===== src/rtl/cl_pkg.sv =====
package cl_pkg;
  localparam int unsigned PRIMARY_OP = 31;
  localparam int unsigned XO_ANDC    = 60;
  localparam int unsigned XO_NOR     = 124;
  localparam int unsigned XO_EQV     = 284;
  localparam int unsigned XO_ORC     = 412;
  localparam int unsigned XO_NAND    = 476;
  localparam int unsigned IDX_W      = 5;

  typedef enum logic [2:0] {
    OP_NONE = 3'd0,
    OP_ANDC = 3'd1,
    OP_ORC  = 3'd2,
    OP_NOR  = 3'd3,
    OP_NAND = 3'd4,
    OP_EQV  = 3'd5
  } bitop_e;

  typedef struct packed {
    bitop_e             op;
    logic [IDX_W-1:0]   dst;
    logic               rec;
    logic               legal;
  } dec_t;
endpackage


===== src/rtl/cl_decode.sv =====
module cl_decode
  import cl_pkg::*;
(
  input  logic [31:0] instr,
  output dec_t        dec,
  output logic [IDX_W-1:0] src_s_idx,
  output logic [IDX_W-1:0] src_b_idx
);
  logic [5:0] primary;
  logic [9:0] xo;

  assign primary   = instr[31:26];
  assign xo        = instr[10:1];
  assign src_s_idx = instr[25:21];
  assign src_b_idx = instr[15:11];

  always_comb begin
    dec.dst = instr[20:16];
    dec.rec = instr[0];
    dec.op  = OP_NONE;
    if (primary == 6'(PRIMARY_OP)) begin
      case (xo)
        10'(XO_ANDC): dec.op = OP_ANDC;
        10'(XO_ORC):  dec.op = OP_ORC;
        10'(XO_NOR):  dec.op = OP_NOR;
        10'(XO_NAND): dec.op = OP_NAND;
        10'(XO_EQV):  dec.op = OP_EQV;
        default:      dec.op = OP_NONE;
      endcase
    end
    dec.legal = (dec.op != OP_NONE);
  end
endmodule


===== src/rtl/cl_bitop.sv =====
module cl_bitop
  import cl_pkg::*;
#(
  parameter int unsigned DATA_W = 64,
  parameter int unsigned WORD_W = 32
) (
  input  bitop_e            op,
  input  logic [DATA_W-1:0] a,
  input  logic [DATA_W-1:0] b,
  output logic [DATA_W-1:0] y
);
  logic [DATA_W-1:0] full;
  logic [DATA_W-1:0] keep;

  always_comb begin
    case (op)
      OP_ANDC: full = a & ~b;
      OP_ORC:  full = a | ~b;
      OP_NOR:  full = ~(a | b);
      OP_NAND: full = ~(a & b);
      OP_EQV:  full = ~(a ^ b);
      default: full = '0;
    endcase
  end

  generate
    if (DATA_W > WORD_W) begin : g_trunc
      localparam int unsigned HI_W = DATA_W - WORD_W;
      assign keep = {{HI_W{1'b0}}, {WORD_W{1'b1}}};
    end else begin : g_flat
      assign keep = '1;
    end
  endgenerate

  assign y = full & keep;
endmodule


===== src/rtl/cl_cr0.sv =====
module cl_cr0 #(
  parameter int unsigned WORD_W = 32
) (
  input  logic [WORD_W-1:0] word,
  input  logic              so,
  input  logic              en,
  output logic [3:0]        cr
);
  logic lt, eq, gt;
  assign lt = word[WORD_W-1];
  assign eq = (word == '0);
  assign gt = !lt && !eq;
  assign cr = en ? {lt, gt, eq, so} : 4'b0000;
endmodule


===== src/rtl/cmpl_logic_unit.sv =====
module cmpl_logic_unit
  import cl_pkg::*;
#(
  parameter int unsigned DATA_W = 64,
  parameter int unsigned WORD_W = 32
) (
  input  logic              clk,
  input  logic              rst_n,
  input  logic              in_valid,
  output logic              in_ready,
  input  logic [31:0]       in_instr,
  input  logic [DATA_W-1:0] in_src_s,
  input  logic [DATA_W-1:0] in_src_b,
  input  logic              in_so,
  output logic              out_valid,
  input  logic              out_ready,
  output logic [IDX_W-1:0]  out_dst,
  output logic [DATA_W-1:0] out_result,
  output logic              out_wr_en,
  output logic [3:0]        out_cr,
  output logic              out_cr_valid
);
  dec_t              dec;
  logic [IDX_W-1:0]  s_idx, b_idx;
  logic [DATA_W-1:0] res;
  logic [3:0]        cr_n;
  logic              cr_en;
  logic              in_fire;

  cl_decode u_dec (
    .instr     (in_instr),
    .dec       (dec),
    .src_s_idx (s_idx),
    .src_b_idx (b_idx)
  );

  cl_bitop #(.DATA_W(DATA_W), .WORD_W(WORD_W)) u_op (
    .op (dec.op),
    .a  (in_src_s),
    .b  (in_src_b),
    .y  (res)
  );

  assign cr_en = dec.legal && dec.rec;

  cl_cr0 #(.WORD_W(WORD_W)) u_cr (
    .word (res[WORD_W-1:0]),
    .so   (in_so),
    .en   (cr_en),
    .cr   (cr_n)
  );

  assign in_ready = !out_valid || out_ready;
  assign in_fire  = in_valid && in_ready;

  always_ff @(posedge clk) begin
    if (!rst_n) begin
      out_valid    <= 1'b0;
      out_dst      <= '0;
      out_result   <= '0;
      out_wr_en    <= 1'b0;
      out_cr       <= '0;
      out_cr_valid <= 1'b0;
    end else begin
      if (in_fire) begin
        out_valid    <= 1'b1;
        out_dst      <= dec.dst;
        out_result   <= res;
        out_wr_en    <= dec.legal;
        out_cr       <= cr_n;
        out_cr_valid <= cr_en;
      end else if (out_ready) begin
        out_valid    <= 1'b0;
      end
    end
  end

  logic unused_idx;
  assign unused_idx = ^{s_idx, b_idx};
endmodule


===== config.mk =====
export PLATFORM = sky130hd
export DESIGN_NAME = cmpl_logic_unit
export DESIGN_NICKNAME = d
export VERILOG_FILES = /design/src/rtl/cl_pkg.sv /design/src/rtl/cl_decode.sv /design/src/rtl/cl_bitop.sv /design/src/rtl/cl_cr0.sv /design/src/rtl/cmpl_logic_unit.sv
export SDC_FILE = /design/constraint.sdc
export NUM_CORES = 1
export LEC_CHECK = 0
export BUFFER_PORTS_ARGS = -buffer_cell sky130_fd_sc_hd__buf_2
export CAP_MARGIN = 20
export CORE_MARGIN = 3
export CORE_UTILIZATION = 44
export CTS_CLUSTER_SIZE = 12
export DETAILED_ROUTE_END_ITERATION = 16
export PLACE_DENSITY = 0.82
export SLEW_MARGIN = 20
export SYNTH_ARGS = -nofsm -noshare
export SYNTH_HDL_FRONTEND = slang
export SYNTH_SLANG_ARGS = --single-unit
export TNS_END_PERCENT = 20

===== constraint.sdc =====
create_clock -name clk -period 2.29 [get_ports clk]
set_input_delay 0.3435 -clock clk [delete_from_list [all_inputs] [get_ports clk]]
set_output_delay 0.3435 -clock clk [all_outputs]
set_load 0.05 [all_outputs]

== Word level (Yosys, flattened, before mapping) ==
Index checks and enable logic that the tools add are counted.

* Bits of input ports: 165
* Register bits after elaboration: 44
* Word-level logic and storage cells: 42

* Equal/unequal tests: 11
* Reduce and logical (&&, ||, !) cells: 10
* Multiplexer cells: 6
* Bitwise operators: 9

{| class="wikitable"
|+ Operators with widths
! cell !! number
|-
| case mux 32 bit (5 select lines) || 1
|-
| inverter 32 bit || 4
|-
| bitwise AND 32 bit || 2
|-
| bitwise OR 32 bit || 2
|-
| zero test 32 bit || 1
|-
| XOR 32 bit || 1
|-
| equality test 10 x 9 -> 1 bit (second input constant) || 3
|-
| case mux 3 bit (5 select lines) || 1
|-
| equality test 10 x 6 -> 1 bit (second input constant) || 1
|-
| equality test 10 x 7 -> 1 bit (second input constant) || 1
|-
| equality test 3 x 2 -> 1 bit (second input constant) || 2
|-
| equality test 3 bit (second input constant) || 2
|-
| equality test 6 x 5 -> 1 bit (second input constant) || 1
|-
| 2-to-1 mux 4 bit || 1
|-
| equality test 3 x 1 -> 1 bit (second input constant) || 1
|-
| logical AND 1 bit || 3
|-
| zero test 1 bit || 3
|-
| 2-to-1 mux 3 bit || 1
|-
| nonzero test 3 bit || 1
|-
| 2-to-1 mux 1 bit || 2
|-
| nonzero test 2 bit || 1
|-
| logical OR 1 bit || 1
|}

== Longest topological paths before layout ==
* Word-level depth: 9
* Mapped depth: 10
* Depth with buffers taken out: 8

== Cells and area by module ==
Synthesis repeated with hierarchy kept, for this count alone.

* Cell total of the unflattened synthesis: 727
* Area total of the unflattened synthesis: 6473.7 um^2

{| class="wikitable"
|+ Modules (own cells, without submodules)
! module !! times used !! cells an instance !! area an instance (um^2)
|-
| cl_bitop || 1 || 346 || 3116.7
|-
| cmpl_logic_unit || 1 || 332 || 3020.4
|-
| cl_decode || 1 || 33 || 235.2
|-
| cl_cr0 || 1 || 16 || 101.3
|}

== Worst setup path before layout ==
OpenSTA, ideal clock, no wires.

* Kind: input to register
* Start point: input port in_instr[7]
* End point: register out_cr[2]
* Buffers on the path: 3
* Path slack: 0.009 ns
* Setup time: 0.125 ns
* Data arrival time: 2.156 ns
* Cell stages on the path: 9
* Cells stage by stage: buf_2 -> buf_4 -> buf_2 -> mux2i_1 -> o22ai_1 -> o21ai_0 -> nand4_1 -> or3_1 -> o41a_1

* Word-level cells in the longest chain between the ends: 9
* Elaborated cells on any way between the ends: 20
* Those cells by class: eq/ne: 10; mux: 4; reduce/logical: 6

{| class="wikitable"
|+ RTL lines
! element !! RTL line !! RTL
|-
| start: declaration || cmpl_logic_unit.sv:11 || <nowiki>input logic [31:0] in_instr,</nowiki>
|-
| equality test 10 x 9 -> 1 bit, or another cell as far along || cl_decode.sv:22 || <nowiki>case (xo)</nowiki>
|-
| case mux 3 bit (5 select lines) * || cl_decode.sv:22 ||
|-
| 2-to-1 mux 3 bit * || cl_decode.sv:21 || <nowiki>if (primary == 6'(PRIMARY_OP)) begin</nowiki>
|-
| equality test 3 bit, or another cell as far along || cl_bitop.sv:16 || <nowiki>case (op)</nowiki>
|-
| case mux 32 bit (5 select lines) || cl_bitop.sv:16 ||
|-
| zero test 32 bit || cl_cr0.sv:11 || <nowiki>assign eq = (word == '0);</nowiki>
|-
| zero test 1 bit || cl_cr0.sv:12 || <nowiki>assign gt = !lt && !eq;</nowiki>
|-
| logical AND 1 bit || cl_cr0.sv:12 ||
|-
| 2-to-1 mux 4 bit * || cl_cr0.sv:13 || <nowiki>assign cr = en ? {lt, gt, eq, so} : 4'b0000;</nowiki>
|-
| end signal: assignment || cmpl_logic_unit.sv:70 || <nowiki>out_cr <= cr_n;</nowiki>
|-
| end: declaration || cmpl_logic_unit.sv:20 || <nowiki>output logic [3:0] out_cr,</nowiki>
|}

Every way passes the cells marked *; elsewhere a longest branch is shown, timed or not.
A chain may end at the register's enable or synchronous reset.

== Worst setup path in the final report ==
* Start point: input port in_instr[8]
* End point: register out_cr[2]

Same word-level chain as after synthesis.

==> impl_metrics.yaml <==
clocking:
  cts.clk_slew.worst_paths_ns: 0.06
  cts_sinks: 44
  clkLatencyLatePin_ns: 0.28
  cts_tree: "yes"
  cts_buffers: 5
  cts_root_buf: "clkbuf_16"
  htreeDepth: 2
  clk_path_buf_depth: 2
routing:
  first_pass_iters: 4
  drt-initial-drc-count: 283
  num_vias: 5095
  wl_mm: 13.9
  wire_per_inst_microns: 14.0
  via_per_inst: 5.14
  ant_nets: 0
  drcViolationCount: 0
critical_path:
  worstPathMaxFanout: 15
  critical_path.startpoint_type: "primary input"
  reg2regPathDepth: 6
  required_ns: 2.45
  worstSetupEndpointType: "register"
  worst_ep_arrival_time_ns: 2.37
  critical_path_class: "primary input to register"
die:
  core_sq_um: 11600
  io_pins: 242
  start_util_pct: 45.7
  dieArea_sq_um: 13400
  rows: 39
  die_w_microns: 116
  die_h_microns: 116
layout:
  ff_latch_area_sq_um: 881
  nNetsFinal: 1141
  area.growth.synth_to_final_pct: 31.6
  final.fill_count: 1038
  diodes: 0
  fin_util_pct: 60.2
  layout-drive-gt1-share_pct: 32.0
  final_cell_count_no_fill: 992
  multiInputGateArea_sq_um: 3890
synthesis:
  syn_avg_cell_area_sq_um: 8.44
  synth-seq-area-share_pct: 16.6
  synth_warnings: 0
  ys.flop_type: "dfxtp_1"
  synth_cells: 629
  ys_ff_latch: 44
  ys_async_sr_fraction_pct: 0
  synth-edff-count: 0
  syn-cell-area_sq_um: 5310
  ys_types: 61
pwr:
  p_switching_w: 0.000768
  intPower_w: 0.00163
  comb_power_share_pct: 34.8
  leakage_nw: 3.74
  seq_power_share_pct: 32.4
  netSwitchingFraction_pct: 32.0
  p_clk_share_pct: 32.8
  ir_drop_v: 0.000317
  powerDensity_nw_per_um2: 343
placement:
  pre_cts_ws_ns: -0.218
  port_buffers: 135
  gp_congestion: 0.929
  hpwl_mm: 11.7
  dp_cells: 983
sta:
  hold_violations: 0
  worstMarginPinSlew_ns: 0.734
  postLayoutSetupSlackWorst_ns: 0.0881
  setup_viol: 0
  slew_headroom_pct: 50.4
  fin_skew_ns: 0.00197
  fmax_mhz: 454
  whs_ns: 0.313
  finalMaxSlewViolations: 0
  finalCritPeriodShare_pct: 96.2
  post-route-min-period_ns: 2.20
global_routing:
  grt_pass1_vias: 4913
  grt_max_degree: 34
  antenna_found_initial: 4
  overflow: 0
  grt_pass1_wl_mm: 22.4
  track_usage_pct: 20.2
worst_hold_path:
  hold_path.class: "primary input to register"
  hold_path_depth: 3
run:
  drv_cap: 0
outcome:
  outcome: "complete, no violations"
-- power by group through the flow --
| stage | registers [W] | clock network, W | logic, W |
|---|---|---|---|
| 6_report | 0.000777 | 0.000787 | 0.000834 |
| 5_1_grt | 0.000778 | 0.000838 | 0.000918 |
| 4_1_cts | 0.000777 | 0.000807 | 0.000826 |
| 3_5_place_dp | 0.000794 | 0 | 0.000824 |
| 3_3_place_gp | 0.000794 | 0 | 0.000800 |
| 2_1_floorplan | 0.000824 | 0 | 0.000499 |
-- flip-flops by register name, indices dropped and copies added, names as in the netlist --
register      cells
out_result       32
out_dst           5
out_cr            4
out_cr_valid      1
out_valid         1
out_wr_en         1
-- worst paths after layout --
kind                        from        endpoint  slack, ns
setup / recovery     in_instr[8]       out_cr[2]       0.09
setup reg to reg       out_valid       out_cr[2]       0.68
hold / removal      in_instr[20]      out_dst[4]       0.31
hold reg to reg   out_result[31]  out_result[31]       0.46
-- Yosys cell counts, types with 14 or more instances --
cell type / number / share of area (%)
a21boi_0: 22 / 3.1
a21oi_1: 19 / 1.8
a2bb2oi_1: 20 / 3.3
buf_4: 38 / 5.4
clkbuf_1: 21 / 1.5
dfxtp_1: 44 / 17
ha_1: 128 / 30
inv_1: 71 / 5.0
mux2i_1: 20 / 3.8
nand2_1: 45 / 3.2
nand3_1: 18 / 1.7
nor2b_1: 17 / 2.0
nor3_1: 14 / 1.3
o21ai_0: 15 / 1.4
-- timing repair --
item / CTS / global route
gates resized for setup: 0 / 13
setup buffers: 0 / 1
endpoints found under the setup margin: 0 / 5
hold buffers: 0 / 0
-- routing by layer --
metal  track usage [%]  part of all wire [%]
met5                 0                  0.22
met4              5.34                   1.5
met3              3.45                   6.5
met2              34.8                    48
met1              26.0                    44
-- logic make-up (layout without fill, tap and decap cells) --
logic type | Yosys count | count (layout) | share of synthesized area, %
AOI/OAI and AO/OA | 147 | 147 | 20.7
and+or+nand+nor | 146 | 146 | 15.5
buffers and inverters | 142 | 331 | 13.1
adders and majority gates | 128 | 128 | 30.2
DFF | 44 | 44 | 16.6
muxes | 21 | 21 | 3.98
other | 1 | 32 | 0.0706
-- placed cells by master (no fill, tap or decap), types with 3 or more instances in the layout --
| master | count |
|---|---|
| a211oi_1 | 8 |
| nor3_1 | 14 |
| o22a_1 | 3 |
| nand2b_1 | 3 |
| o2bb2ai_1 | 8 |
| a21boi_0 | 22 |
| dfxtp_1 | 44 |
| o21ai_1 | 5 |
| inv_1 | 71 |
| or3_1 | 6 |
| a221oi_1 | 12 |
| clkbuf_16 | 5 |
| nand2_1 | 45 |
| conb_1 | 32 |
| a21oi_1 | 19 |
| nor4bb_1 | 7 |
| mux2i_1 | 20 |
| o22ai_1 | 6 |
| buf_12 | 4 |
| o21ai_0 | 10 |
| a31oi_1 | 3 |
| o221ai_1 | 6 |
| buf_2 | 133 |
| and3b_1 | 4 |
| nand3_1 | 18 |
| buf_4 | 113 |
| and2_1 | 9 |
| nor2b_1 | 17 |
| nor2_1 | 6 |
| ha_1 | 128 |
| a2bb2oi_1 | 20 |
-- worst max-delay path: stages --
cell      delay (ns)
clkbuf_4        0.20
buf_4           0.21
and3b_1         0.25
a221oi_1        0.30
or3_1           0.17
o211ai_1        0.08
or3_1           0.40
o41a_1          0.41
-- metrics by stage --
step	power [W]	cell area [sq um]	setup TNS (ns)
CTS	0.00241	6950	0
global placement	0.00159	6780	-0.571
finish	0.00240	6990	0
detailed placement	0.00162	6780	-0.833
global route	0.00253	6990	-0.0157
floorplan	0.00132	5430	0
-- area by class of cell --
class | count | share of cell area [%]
Clock buffer | 6 | 1.84
Clock inverter | 2 | 0.501
Tap cell | 143 | 2.56
Inverter | 71 | 3.81
Multi-Input combinational cell | 474 | 55.7
Timing Repair Buffer | 252 | 23.0
Sequential cell | 44 | 12.6
No activity file was read; power rests on OpenSTA's default activity.
